==> src/rtl/stby_pkg.sv <==
`timescale 1ns/1ps
package stby_pkg;
  typedef enum logic [1:0] {
    MODE_RUN   = 2'b00,
    MODE_SLEEP = 2'b01,
    MODE_STOP  = 2'b10
  } mode_e;

  localparam int REG_W      = 8;
  localparam int BIT_STOP   = 7;
  localparam int BIT_SLEEP  = 6;
  localparam int BIT_PINREL = 5;
  localparam int BIT_SWRST  = 4;
  localparam int BIT_TMR    = 3;
endpackage

==> src/rtl/stby_regs.sv <==
`timescale 1ns/1ps
module stby_regs
  import stby_pkg::*;
#(
  parameter int ADDR_W   = 4,
  parameter int REG_ADDR = 0
) (
  input  logic              clk,
  input  logic              rst,
  input  logic              bus_wr,
  input  logic              bus_rd,
  input  logic [ADDR_W-1:0] bus_addr,
  input  logic [REG_W-1:0]  bus_wdata,
  output logic [REG_W-1:0]  bus_rdata,
  output logic              req_stop,
  output logic              req_sleep,
  output logic              pinrel_q,
  output logic              pinrel_d,
  output logic              swrst_pulse,
  output logic              tmr_pulse
);
  localparam logic [ADDR_W-1:0] HIT_ADDR = ADDR_W'(REG_ADDR);

  logic             addr_hit;
  logic             wr_hit;
  logic             rd_hit;
  logic [REG_W-1:0] rd_word;
  logic             unused_bits;

  assign addr_hit  = (bus_addr == HIT_ADDR);
  assign wr_hit    = bus_wr && addr_hit;
  assign rd_hit    = bus_rd && addr_hit;
  assign req_stop  = wr_hit && bus_wdata[BIT_STOP];
  assign req_sleep = wr_hit && bus_wdata[BIT_SLEEP];
  assign pinrel_d  = wr_hit ? bus_wdata[BIT_PINREL] : pinrel_q;
  // low bits carry nothing
  assign unused_bits = ^bus_wdata[2:0];

  // only the pin policy is visible on reads
  always_comb begin
    rd_word             = '0;
    rd_word[BIT_PINREL] = pinrel_q;
  end

  always_ff @(posedge clk) begin
    if (rst) begin
      pinrel_q    <= 1'b0;
      swrst_pulse <= 1'b0;
      tmr_pulse   <= 1'b0;
      bus_rdata   <= '0;
    end else begin
      pinrel_q    <= pinrel_d;
      swrst_pulse <= wr_hit && bus_wdata[BIT_SWRST];
      tmr_pulse   <= wr_hit && bus_wdata[BIT_TMR];
      bus_rdata   <= rd_hit ? rd_word : '0;
    end
  end

  a_r10_swrst_source: assert property (@(posedge clk) disable iff (rst)
    swrst_pulse |-> $past(wr_hit && bus_wdata[BIT_SWRST]));
  a_r10_tmr_source: assert property (@(posedge clk) disable iff (rst)
    tmr_pulse |-> $past(wr_hit && bus_wdata[BIT_TMR]));
  a_r11_foreign_write: assert property (@(posedge clk) disable iff (rst)
    (bus_wr && !addr_hit) |=> $stable(pinrel_q));
  a_r2_read_policy: assert property (@(posedge clk) disable iff (rst)
    rd_hit |=> (bus_rdata[BIT_PINREL] == $past(pinrel_q)));
endmodule

==> src/rtl/stby_fsm.sv <==
`timescale 1ns/1ps
module stby_fsm
  import stby_pkg::*;
(
  input  logic  clk,
  input  logic  rst,
  input  logic  req_stop,
  input  logic  req_sleep,
  input  logic  irq_pending,
  input  logic  wake_evt,
  output mode_e mode_q,
  output mode_e mode_d,
  output logic  cpu_clk_en,
  output logic  per_clk_en
);
  always_comb begin
    mode_d = mode_q;
    unique case (mode_q)
      MODE_RUN: begin
        if (!irq_pending) begin
          if (req_stop)       mode_d = MODE_STOP;
          else if (req_sleep) mode_d = MODE_SLEEP;
        end
      end
      MODE_SLEEP, MODE_STOP: begin
        if (wake_evt || irq_pending) mode_d = MODE_RUN;
      end
      default: mode_d = MODE_RUN;
    endcase
  end

  always_ff @(posedge clk) begin
    if (rst) begin
      mode_q     <= MODE_RUN;
      cpu_clk_en <= 1'b1;
      per_clk_en <= 1'b1;
    end else begin
      mode_q     <= mode_d;
      cpu_clk_en <= (mode_d == MODE_RUN);
      per_clk_en <= (mode_d != MODE_STOP);
    end
  end

  a_r5_irq_blocks_entry: assert property (@(posedge clk) disable iff (rst)
    (mode_q == MODE_RUN && irq_pending) |=> (mode_q == MODE_RUN));
  a_r4_stop_wins: assert property (@(posedge clk) disable iff (rst)
    (mode_q == MODE_RUN && req_stop && req_sleep && !irq_pending) |=> (mode_q == MODE_STOP));
  a_r6_wake_returns: assert property (@(posedge clk) disable iff (rst)
    (mode_q != MODE_RUN && (wake_evt || irq_pending)) |=> (mode_q == MODE_RUN && cpu_clk_en && per_clk_en));
  a_r3_stop_clocks_off: assert property (@(posedge clk) disable iff (rst)
    (mode_q == MODE_STOP) |-> (!cpu_clk_en && !per_clk_en));
  a_r3_sleep_clocks: assert property (@(posedge clk) disable iff (rst)
    (mode_q == MODE_SLEEP) |-> (!cpu_clk_en && per_clk_en));
endmodule

==> src/rtl/stby_pins.sv <==
`timescale 1ns/1ps
module stby_pins
  import stby_pkg::*;
#(
  parameter int NUM_PINS = 8
) (
  input  logic                clk,
  input  logic                rst,
  input  mode_e               mode_q,
  input  mode_e               mode_d,
  input  logic                pinrel_d,
  input  logic [NUM_PINS-1:0] pin_out_i,
  input  logic [NUM_PINS-1:0] pin_oe_i,
  input  logic [NUM_PINS-1:0] pin_pu_en_i,
  output logic [NUM_PINS-1:0] pin_drv_o,
  output logic [NUM_PINS-1:0] pin_oe_o,
  output logic [NUM_PINS-1:0] pin_pu_o
);
  logic entering;
  logic stop_next;
  logic rel_q;
  logic rel_eff;

  assign stop_next = (mode_d == MODE_STOP);
  assign entering  = stop_next && (mode_q != MODE_STOP);
  assign rel_eff   = entering ? pinrel_d : rel_q;

  // policy is frozen at the entry edge
  always_ff @(posedge clk) begin
    if (rst)           rel_q <= 1'b0;
    else if (entering) rel_q <= pinrel_d;
  end

  for (genvar i = 0; i < NUM_PINS; i++) begin : g_pin
    always_ff @(posedge clk) begin
      if (rst) begin
        pin_drv_o[i] <= 1'b0;
        pin_oe_o[i]  <= 1'b0;
        pin_pu_o[i]  <= 1'b0;
      end else if (stop_next) begin
        if (rel_eff) begin
          pin_drv_o[i] <= 1'b0;
          pin_oe_o[i]  <= 1'b0;
          pin_pu_o[i]  <= pin_pu_en_i[i];
        end
      end else begin
        pin_drv_o[i] <= pin_out_i[i];
        pin_oe_o[i]  <= pin_oe_i[i];
        pin_pu_o[i]  <= pin_pu_en_i[i] & ~pin_oe_i[i];
      end
    end
  end

  a_r7_hold_stable: assert property (@(posedge clk) disable iff (rst)
    (mode_q == MODE_STOP && $past(mode_q == MODE_STOP) && !rel_q)
      |-> ($stable(pin_drv_o) && $stable(pin_oe_o) && $stable(pin_pu_o)));
  a_r8_release_undriven: assert property (@(posedge clk) disable iff (rst)
    (mode_q == MODE_STOP && rel_q) |-> (pin_oe_o == '0 && pin_drv_o == '0));
  a_r9_run_copy: assert property (@(posedge clk) disable iff (rst)
    (mode_d != MODE_STOP) |=> (pin_drv_o == $past(pin_out_i) && pin_oe_o == $past(pin_oe_i)));
endmodule

==> src/rtl/stby_ctrl.sv <==
`timescale 1ns/1ps
module stby_ctrl
  import stby_pkg::*;
#(
  parameter int ADDR_W   = 4,
  parameter int REG_ADDR = 0,
  parameter int NUM_PINS = 8
) (
  input  logic                clk,
  input  logic                rst,
  input  logic                bus_wr,
  input  logic                bus_rd,
  input  logic [ADDR_W-1:0]   bus_addr,
  input  logic [7:0]          bus_wdata,
  output logic [7:0]          bus_rdata,
  input  logic                irq_pending,
  input  logic                wake_evt,
  input  logic [NUM_PINS-1:0] pin_out_i,
  input  logic [NUM_PINS-1:0] pin_oe_i,
  input  logic [NUM_PINS-1:0] pin_pu_en_i,
  output logic [1:0]          mode_o,
  output logic                cpu_clk_en,
  output logic                per_clk_en,
  output logic [NUM_PINS-1:0] pin_drv_o,
  output logic [NUM_PINS-1:0] pin_oe_o,
  output logic [NUM_PINS-1:0] pin_pu_o,
  output logic                swrst_pulse,
  output logic                tmr_pulse
);
  logic  req_stop;
  logic  req_sleep;
  logic  pinrel_q;
  logic  pinrel_d;
  mode_e mode_q;
  mode_e mode_d;

  stby_regs #(.ADDR_W(ADDR_W), .REG_ADDR(REG_ADDR)) u_regs (
    .clk        (clk),
    .rst        (rst),
    .bus_wr     (bus_wr),
    .bus_rd     (bus_rd),
    .bus_addr   (bus_addr),
    .bus_wdata  (bus_wdata),
    .bus_rdata  (bus_rdata),
    .req_stop   (req_stop),
    .req_sleep  (req_sleep),
    .pinrel_q   (pinrel_q),
    .pinrel_d   (pinrel_d),
    .swrst_pulse(swrst_pulse),
    .tmr_pulse  (tmr_pulse)
  );

  stby_fsm u_fsm (
    .clk        (clk),
    .rst        (rst),
    .req_stop   (req_stop),
    .req_sleep  (req_sleep),
    .irq_pending(irq_pending),
    .wake_evt   (wake_evt),
    .mode_q     (mode_q),
    .mode_d     (mode_d),
    .cpu_clk_en (cpu_clk_en),
    .per_clk_en (per_clk_en)
  );

  stby_pins #(.NUM_PINS(NUM_PINS)) u_pins (
    .clk        (clk),
    .rst        (rst),
    .mode_q     (mode_q),
    .mode_d     (mode_d),
    .pinrel_d   (pinrel_d),
    .pin_out_i  (pin_out_i),
    .pin_oe_i   (pin_oe_i),
    .pin_pu_en_i(pin_pu_en_i),
    .pin_drv_o  (pin_drv_o),
    .pin_oe_o   (pin_oe_o),
    .pin_pu_o   (pin_pu_o)
  );

  assign mode_o = mode_q;

  a_r11_no_skip: assert property (@(posedge clk) disable iff (rst)
    (mode_q == MODE_SLEEP) |=> (mode_q != MODE_STOP));
  a_r10_pulse_keeps_mode: assert property (@(posedge clk) disable iff (rst)
    (mode_q == MODE_RUN && !req_stop && !req_sleep) |=> (mode_q == MODE_RUN));
endmodule

==> config.mk <==
export PLATFORM = sky130hd
export DESIGN_NAME = stby_ctrl
export DESIGN_NICKNAME = d
export VERILOG_FILES = /design/src/rtl/stby_pkg.sv /design/src/rtl/stby_regs.sv /design/src/rtl/stby_fsm.sv /design/src/rtl/stby_pins.sv /design/src/rtl/stby_ctrl.sv
export SDC_FILE = /design/constraint.sdc
export NUM_CORES = 1
export LEC_CHECK = 0
export BUFFER_PORTS_ARGS = -buffer_cell sky130_fd_sc_hd__buf_2
export CAP_MARGIN = 10
export CORE_UTILIZATION = 40
export CTS_CLUSTER_SIZE = 40
export DETAILED_ROUTE_END_ITERATION = 12
export PLACE_DENSITY = 0.71
export REMOVE_ABC_BUFFERS = 1
export SYNTH_ARGS = -nofsm -noshare
export SYNTH_HDL_FRONTEND = slang
export SYNTH_SLANG_ARGS = --single-unit
==> constraint.sdc <==
create_clock -name clk -period 1.9 [get_ports clk]
set_input_delay 0 -clock clk [delete_from_list [all_inputs] [get_ports clk]]
set_output_delay 0 -clock clk [all_outputs]
set_load 0.05 [all_outputs]
======== Word level (Yosys, flattened, before mapping) ========
Cells that the tools add are included.
word-level totals
  bits of input ports ..................... 42
  output and inout bits ................... 38
  register bits ........................... 40
operators by class
  mux-type cells .......................... 40
  reduce and logical (&&, ||, !) cells .... 13
  equal/unequal tests ..................... 6
  bitwise logic cells ..................... 17
operators with widths
  cell                                            count
  2-to-1 mux 1 bit                                35
  NOT 1 bit                                       9
  AND 1 bit                                       8
  2-to-1 mux 2 bit                                4
  logical AND 1 bit                               7
  != test 2 bit (second input constant)           3
  == test 2 bit (second input constant)           2
  zero test 2 bit                                 2
  zero test 4 bit                                 1
  one-hot mux 2 bit (2 select lines)              1
  OR reduction 2 bit                              2
  == test 2 x 1 -> 1 bit (second input constant)  1
  logical OR 1 bit                                1

======== Logic depth before layout (Yosys ltp) ========
  word-level depth ........................ 12
  mapped depth ............................ 9
  gate-level depth less buffers ........... 7

======== By module ========
From an unflattened synthesis, not the netlist that was laid out.
unflattened totals
  cell total of the unflattened synthesis .. 156
  area total of the unflattened synthesis .. 1,572.8 µm²
modules (own cells, without submodules)
  module     area each (µm²)  cells each  sequential area each (µm²)  times used
  stby_pins  1,106.1          109         500.5                       1
  stby_regs  234.0            23          80.1                        1
  stby_fsm   232.7            24          80.1                        1

======== Least setup slack after synthesis ========
Ideal clock, no wire load.
  kind .................................... register to register
  start ................................... register u_fsm.mode_q[0]
  end ..................................... register u_pins.rel_q
  buffers on the path ..................... 2
  arrival ................................. 2,322 ps
  path slack .............................. -553 ps
  required time ........................... 1,769 ps
  stages on the path, launching flop included .. 10
  cell sequence ........................... dfxtp_1 inv_1 ha_1 nor3b_1 nand3b_1 and3_1 buf_6 buf_12 o311ai_2 o41ai_2
on the way
  word-level cells in the longest chain between the ends .. 7
  elaborated cells between the ends (all ways) .. 13
RTL lines
  item                                line             source
  from (decl)                         stby_fsm.sv:11   output mode_e mode_q,
  from (signal assigned)              stby_fsm.sv:38   mode_q <= mode_d;
  2-to-1 mux 2 bit                    stby_fsm.sv:22   else if (req_sleep) mode_d = MODE_SLEEP;
  2-to-1 mux 2 bit                    stby_fsm.sv:21   if (req_stop) mode_d = MODE_STOP;
  2-to-1 mux 2 bit                    stby_fsm.sv:20   if (!irq_pending) begin
  one-hot mux 2 bit (2 select lines)  stby_fsm.sv:18   unique case (mode_q)
  == test 2 bit                       stby_pins.sv:24  assign stop_next = (mode_d == MODE_STOP);
  logical AND 1 bit *                 stby_pins.sv:25  assign entering = stop_next && (mode_q != MODE_STOP);
  2-to-1 mux 1 bit *                  n/a
  to (signal assigned)                stby_pins.sv:31  else if (entering) rel_q <= pinrel_d;
  to (decl)                           stby_pins.sv:21  logic rel_q;
Mark *: on every way between the ends. The rest lies on a longest branch, timed or not.
A chain may end at the register's enable or synchronous reset.

======== Worst setup path in the final report ========
  start ................................... register u_fsm.mode_q[1]
  end ..................................... register u_pins.pin_pu_o[1]
on the way
  word-level cells in the longest chain between the ends .. 8
  elaborated cells between the ends (all ways) .. 15
RTL lines
  item                                line             source
  2-to-1 mux 2 bit                    stby_fsm.sv:22
  2-to-1 mux 2 bit                    stby_fsm.sv:21
  2-to-1 mux 2 bit                    stby_fsm.sv:20
  one-hot mux 2 bit (2 select lines)  stby_fsm.sv:18
  == test 2 bit                       stby_pins.sv:24
  logical AND 1 bit                   stby_pins.sv:25
  2-to-1 mux 1 bit                    n/a
  != test 2 bit (no line)             n/a
  to (signal, indexed assignment)     stby_pins.sv:44  pin_pu_o[i] <= pin_pu_en_i[i];
  to (signal, indexed assignment)     stby_pins.sv:49  pin_pu_o[i] <= pin_pu_en_i[i] & ~pin_oe_i[i];
  to (decl)                           stby_pins.sv:17  output logic [NUM_PINS-1:0] pin_pu_o
Several ways; a longest one is shown, not always the timed one.

==> out/qor.csv <==
metric,value,unit
status,finished with violations,
violations,"design-rule violations, negative setup slack",
place_congestion,0.779,
slowest_stage,dfxtp_2,
syn_inst,197,
crit_fanout,11,
reg2reg_slack,-0.02,ns
swShare,32.1,%
antenna_found_initial,0,
h-tree-depth,2,
vias,1995,
ff_latch_area,663,sq um
timing.final.ws_setup,-0.0225,ns
ys_types,40,
finClkSkew,0.00846,ns
cpPeakStageDelay,0.33,ns
fin_nets,363,
critPathRequiredTime,2.12,ns
root_buffer,clkbuf_8,
powerDensity,539,mW/mm^2
wl_per_cell,15.1,microns
cts.clk_slew.worst_paths,0.07,ns
final_max_slew_viol_count,0,
final_cell_mix,"buf_2, dfxtp_1, buf_4",
p_comb_share,23.7,%
syn-cell-area,0.00197,sq mm
cpMostUsedCell,buf_4,
max-cap-violations,0,
design_area,0.00304,sq mm
die_y,72.1,microns
met2_usage,34.0,%
wirelength,5850,microns
grt_pass1_vias,1789,
path_cells,buf_4 -> ha_2 -> nor2b_2 -> buf_4 -> o311ai_4 -> and3_4 -> buf_12 -> a211o_1 -> a21oi_2,
fill_cells,355,
core.rowCount,25,
core_area,0.00472,sq mm
diodes,0,
multiInputGateArea,0.00123,sq mm
top_usage_layer,met2,
ant_nets,0,
layout_min_cycle_time,1.92,ns
start_util,41.6,%
layout_commonest_cell,buf_2,
die_w,72.1,microns
drive_above_1_share,59.9,%
end_kind,flop,
first_iter_violations,156,
seqPwrFrac,44.8,%
grt_usage,20.3,%
cts.path.max_buffers,2,
cts_tree,built,
grt_max_degree,23,
use_met1,26.0,%
period_share,101,%
ys_ff_latch,33,
grt_pass1_wl,8230,microns
preCtsSetupSlack,-0.0809,ns
postPlaceCellArea,0.00249,sq mm
synth.avg_cell_area,9.98,sq um
fmax,0.520,GHz
synthFlopType,dfxtp_1,
hold_path.class,in2reg,
p_leak,0.00128,uW
viasPerCell,5.17,
crit_arrival,2.14,ns
die_area,0.00520,sq mm
cp-start-kind,flop,
pin_count,80,
synth_edf_count,0,
clock_latency,0.29,ns
use_met3,4.31,%
dpl.hpwl,3570,microns
clock_sinks,33,
power.share.clock,31.5,%
cts_buffers,5,
p_sw,526,uW
worstSetupPathType,reg2reg,
yosysSeqAreaShare,33.6,%
grt_overflow_total,0,
hold_viol_final,0,
p_int,1110,uW
synthArstFlopShare,0,%
peakVddDrop,0.412,mV
setup_violations,3,
drt-pass1-iter-count,8,
drc,2,
synthToLayoutAreaGrowth,54.6,%
yosysWarnings,0,
hold_slack,0.0429,ns
port_buffers,69,
## worst max-delay path, delay by kind of cell (launching register included)
| family | cells | cell delay (ns) |
|---|---|---|
| AO/OA/AOI/OAI | 3 | 0.51 |
| adder cells (fa/ha/maj) | 1 | 0.18 |
| buffers and inverters | 3 | 0.45 |
| flip-flops | 1 | 0.33 |
| AND/OR/NAND/NOR | 2 | 0.38 |
## cells by family after synthesis
group | Yosys count | share of synthesized area [%]
AO/OA/AOI/OAI | 76 | 35.2
adder cells (fa/ha/maj) | 3 | 1.91
buffers and inverters | 25 | 10.3
flip-flops | 33 | 33.6
multiplexers | 1 | 0.509
other | 1 | 0.191
AND/OR/NAND/NOR | 58 | 18.3
## metal layers
layer	share of wire, %	vias up
li1	-	972
met1	43	945
met2	51	72
met3	4.6	6
met4	1.4	0
met5	0	-
## what timing repair did
| item | in CTS | in global routing |
|---|---|---|
| resized for setup | 3 | 25 |
| endpoints found under the hold margin | 19 | 0 |
| cloned | 0 | 2 |
| setup buffers | 0 | 13 |
| pin swaps | 0 | 8 |
| hold buffers | 19 | 0 |
| setup endpoints to repair | 11 | 25 |
## Yosys cell counts, drive strengths merged (2+ instances only)
| library cell | n | share of area (%) |
|---|---|---|
| nand2 | 7 | 1.5 |
| nand3 | 9 | 2.5 |
| nor3 | 2 | 0.51 |
| clkbuf | 3 | 0.57 |
| nor2b | 10 | 3.2 |
| nor2 | 3 | 0.57 |
| a21oi | 24 | 11 |
| buf | 18 | 9.0 |
| inv | 4 | 0.76 |
| o311ai | 3 | 3.5 |
| a211o | 8 | 3.6 |
| ha | 3 | 1.9 |
| o21ai | 34 | 13 |
| dfxtp | 33 | 34 |
| and2b | 2 | 0.76 |
| nor3b | 3 | 1.1 |
| nand4 | 17 | 5.4 |
## per-stage QoR
stage | cells | total power, uW | utilization, % | setup TNS (ns)
after floorplan | 182 | 959 | - | -28.00
after global placement | 344 | 1080 | 52.7 | -0.146
after detailed placement | 344 | 1080 | 52.7 | -0.543
after CTS | 371 | 1620 | 58.7 | 0
after global routing | 386 | 1690 | 64.4 | -0.429
final | 386 | 1640 | 64.4 | -0.0313
## state kept, by name, indices dropped and copies added (netlist names)
signal,count
u_regs.tmr_pulse,1
u_pins.rel_q,1
u_regs.bus_rdata,1
u_fsm.cpu_clk_en,1
u_fsm.mode_q,2
u_regs.swrst_pulse,1
u_pins.pin_pu_o,8
u_pins.pin_oe_o,8
u_pins.pin_drv_o,8
u_fsm.per_clk_en,1
u_regs.pinrel_q,1
## power by group through the flow
| stage | Clock (uW) | Combinational (uW) | Sequential (uW) |
|---|---|---|---|
| after floorplan | 0 | 117 | 842 |
| final | 517 | 389 | 734 |
| after global placement | 0 | 332 | 749 |
| after detailed placement | 0 | 334 | 749 |
| after global routing | 548 | 409 | 737 |
| after CTS | 519 | 365 | 734 |
## final timing paths
kind | cells past startpoint | from | endpoint
worst min register to register | 2 | u_regs.pinrel_q | u_regs.bus_rdata[5]
worst min-delay path | 3 | bus_wdata[5] | u_regs.pinrel_q
worst max register to register | 9 | u_fsm.mode_q[1] | u_pins.pin_pu_o[1]
worst max-delay path | 9 | u_fsm.mode_q[1] | u_pins.pin_pu_o[1]
## layout make-up
| class | instances | area share, % |
|---|---|---|
| Timing Repair Buffer | 129 | 31.9 |
| Sequential cell | 33 | 21.8 |
| Multi-Input combinational cell | 145 | 40.4 |
| Tap cell | 67 | 2.76 |
| Inverter | 4 | 0.494 |
| Clock inverter | 2 | 0.329 |
| Clock buffer | 6 | 2.39 |
No activity file was read; power rests on OpenSTA's default activity.
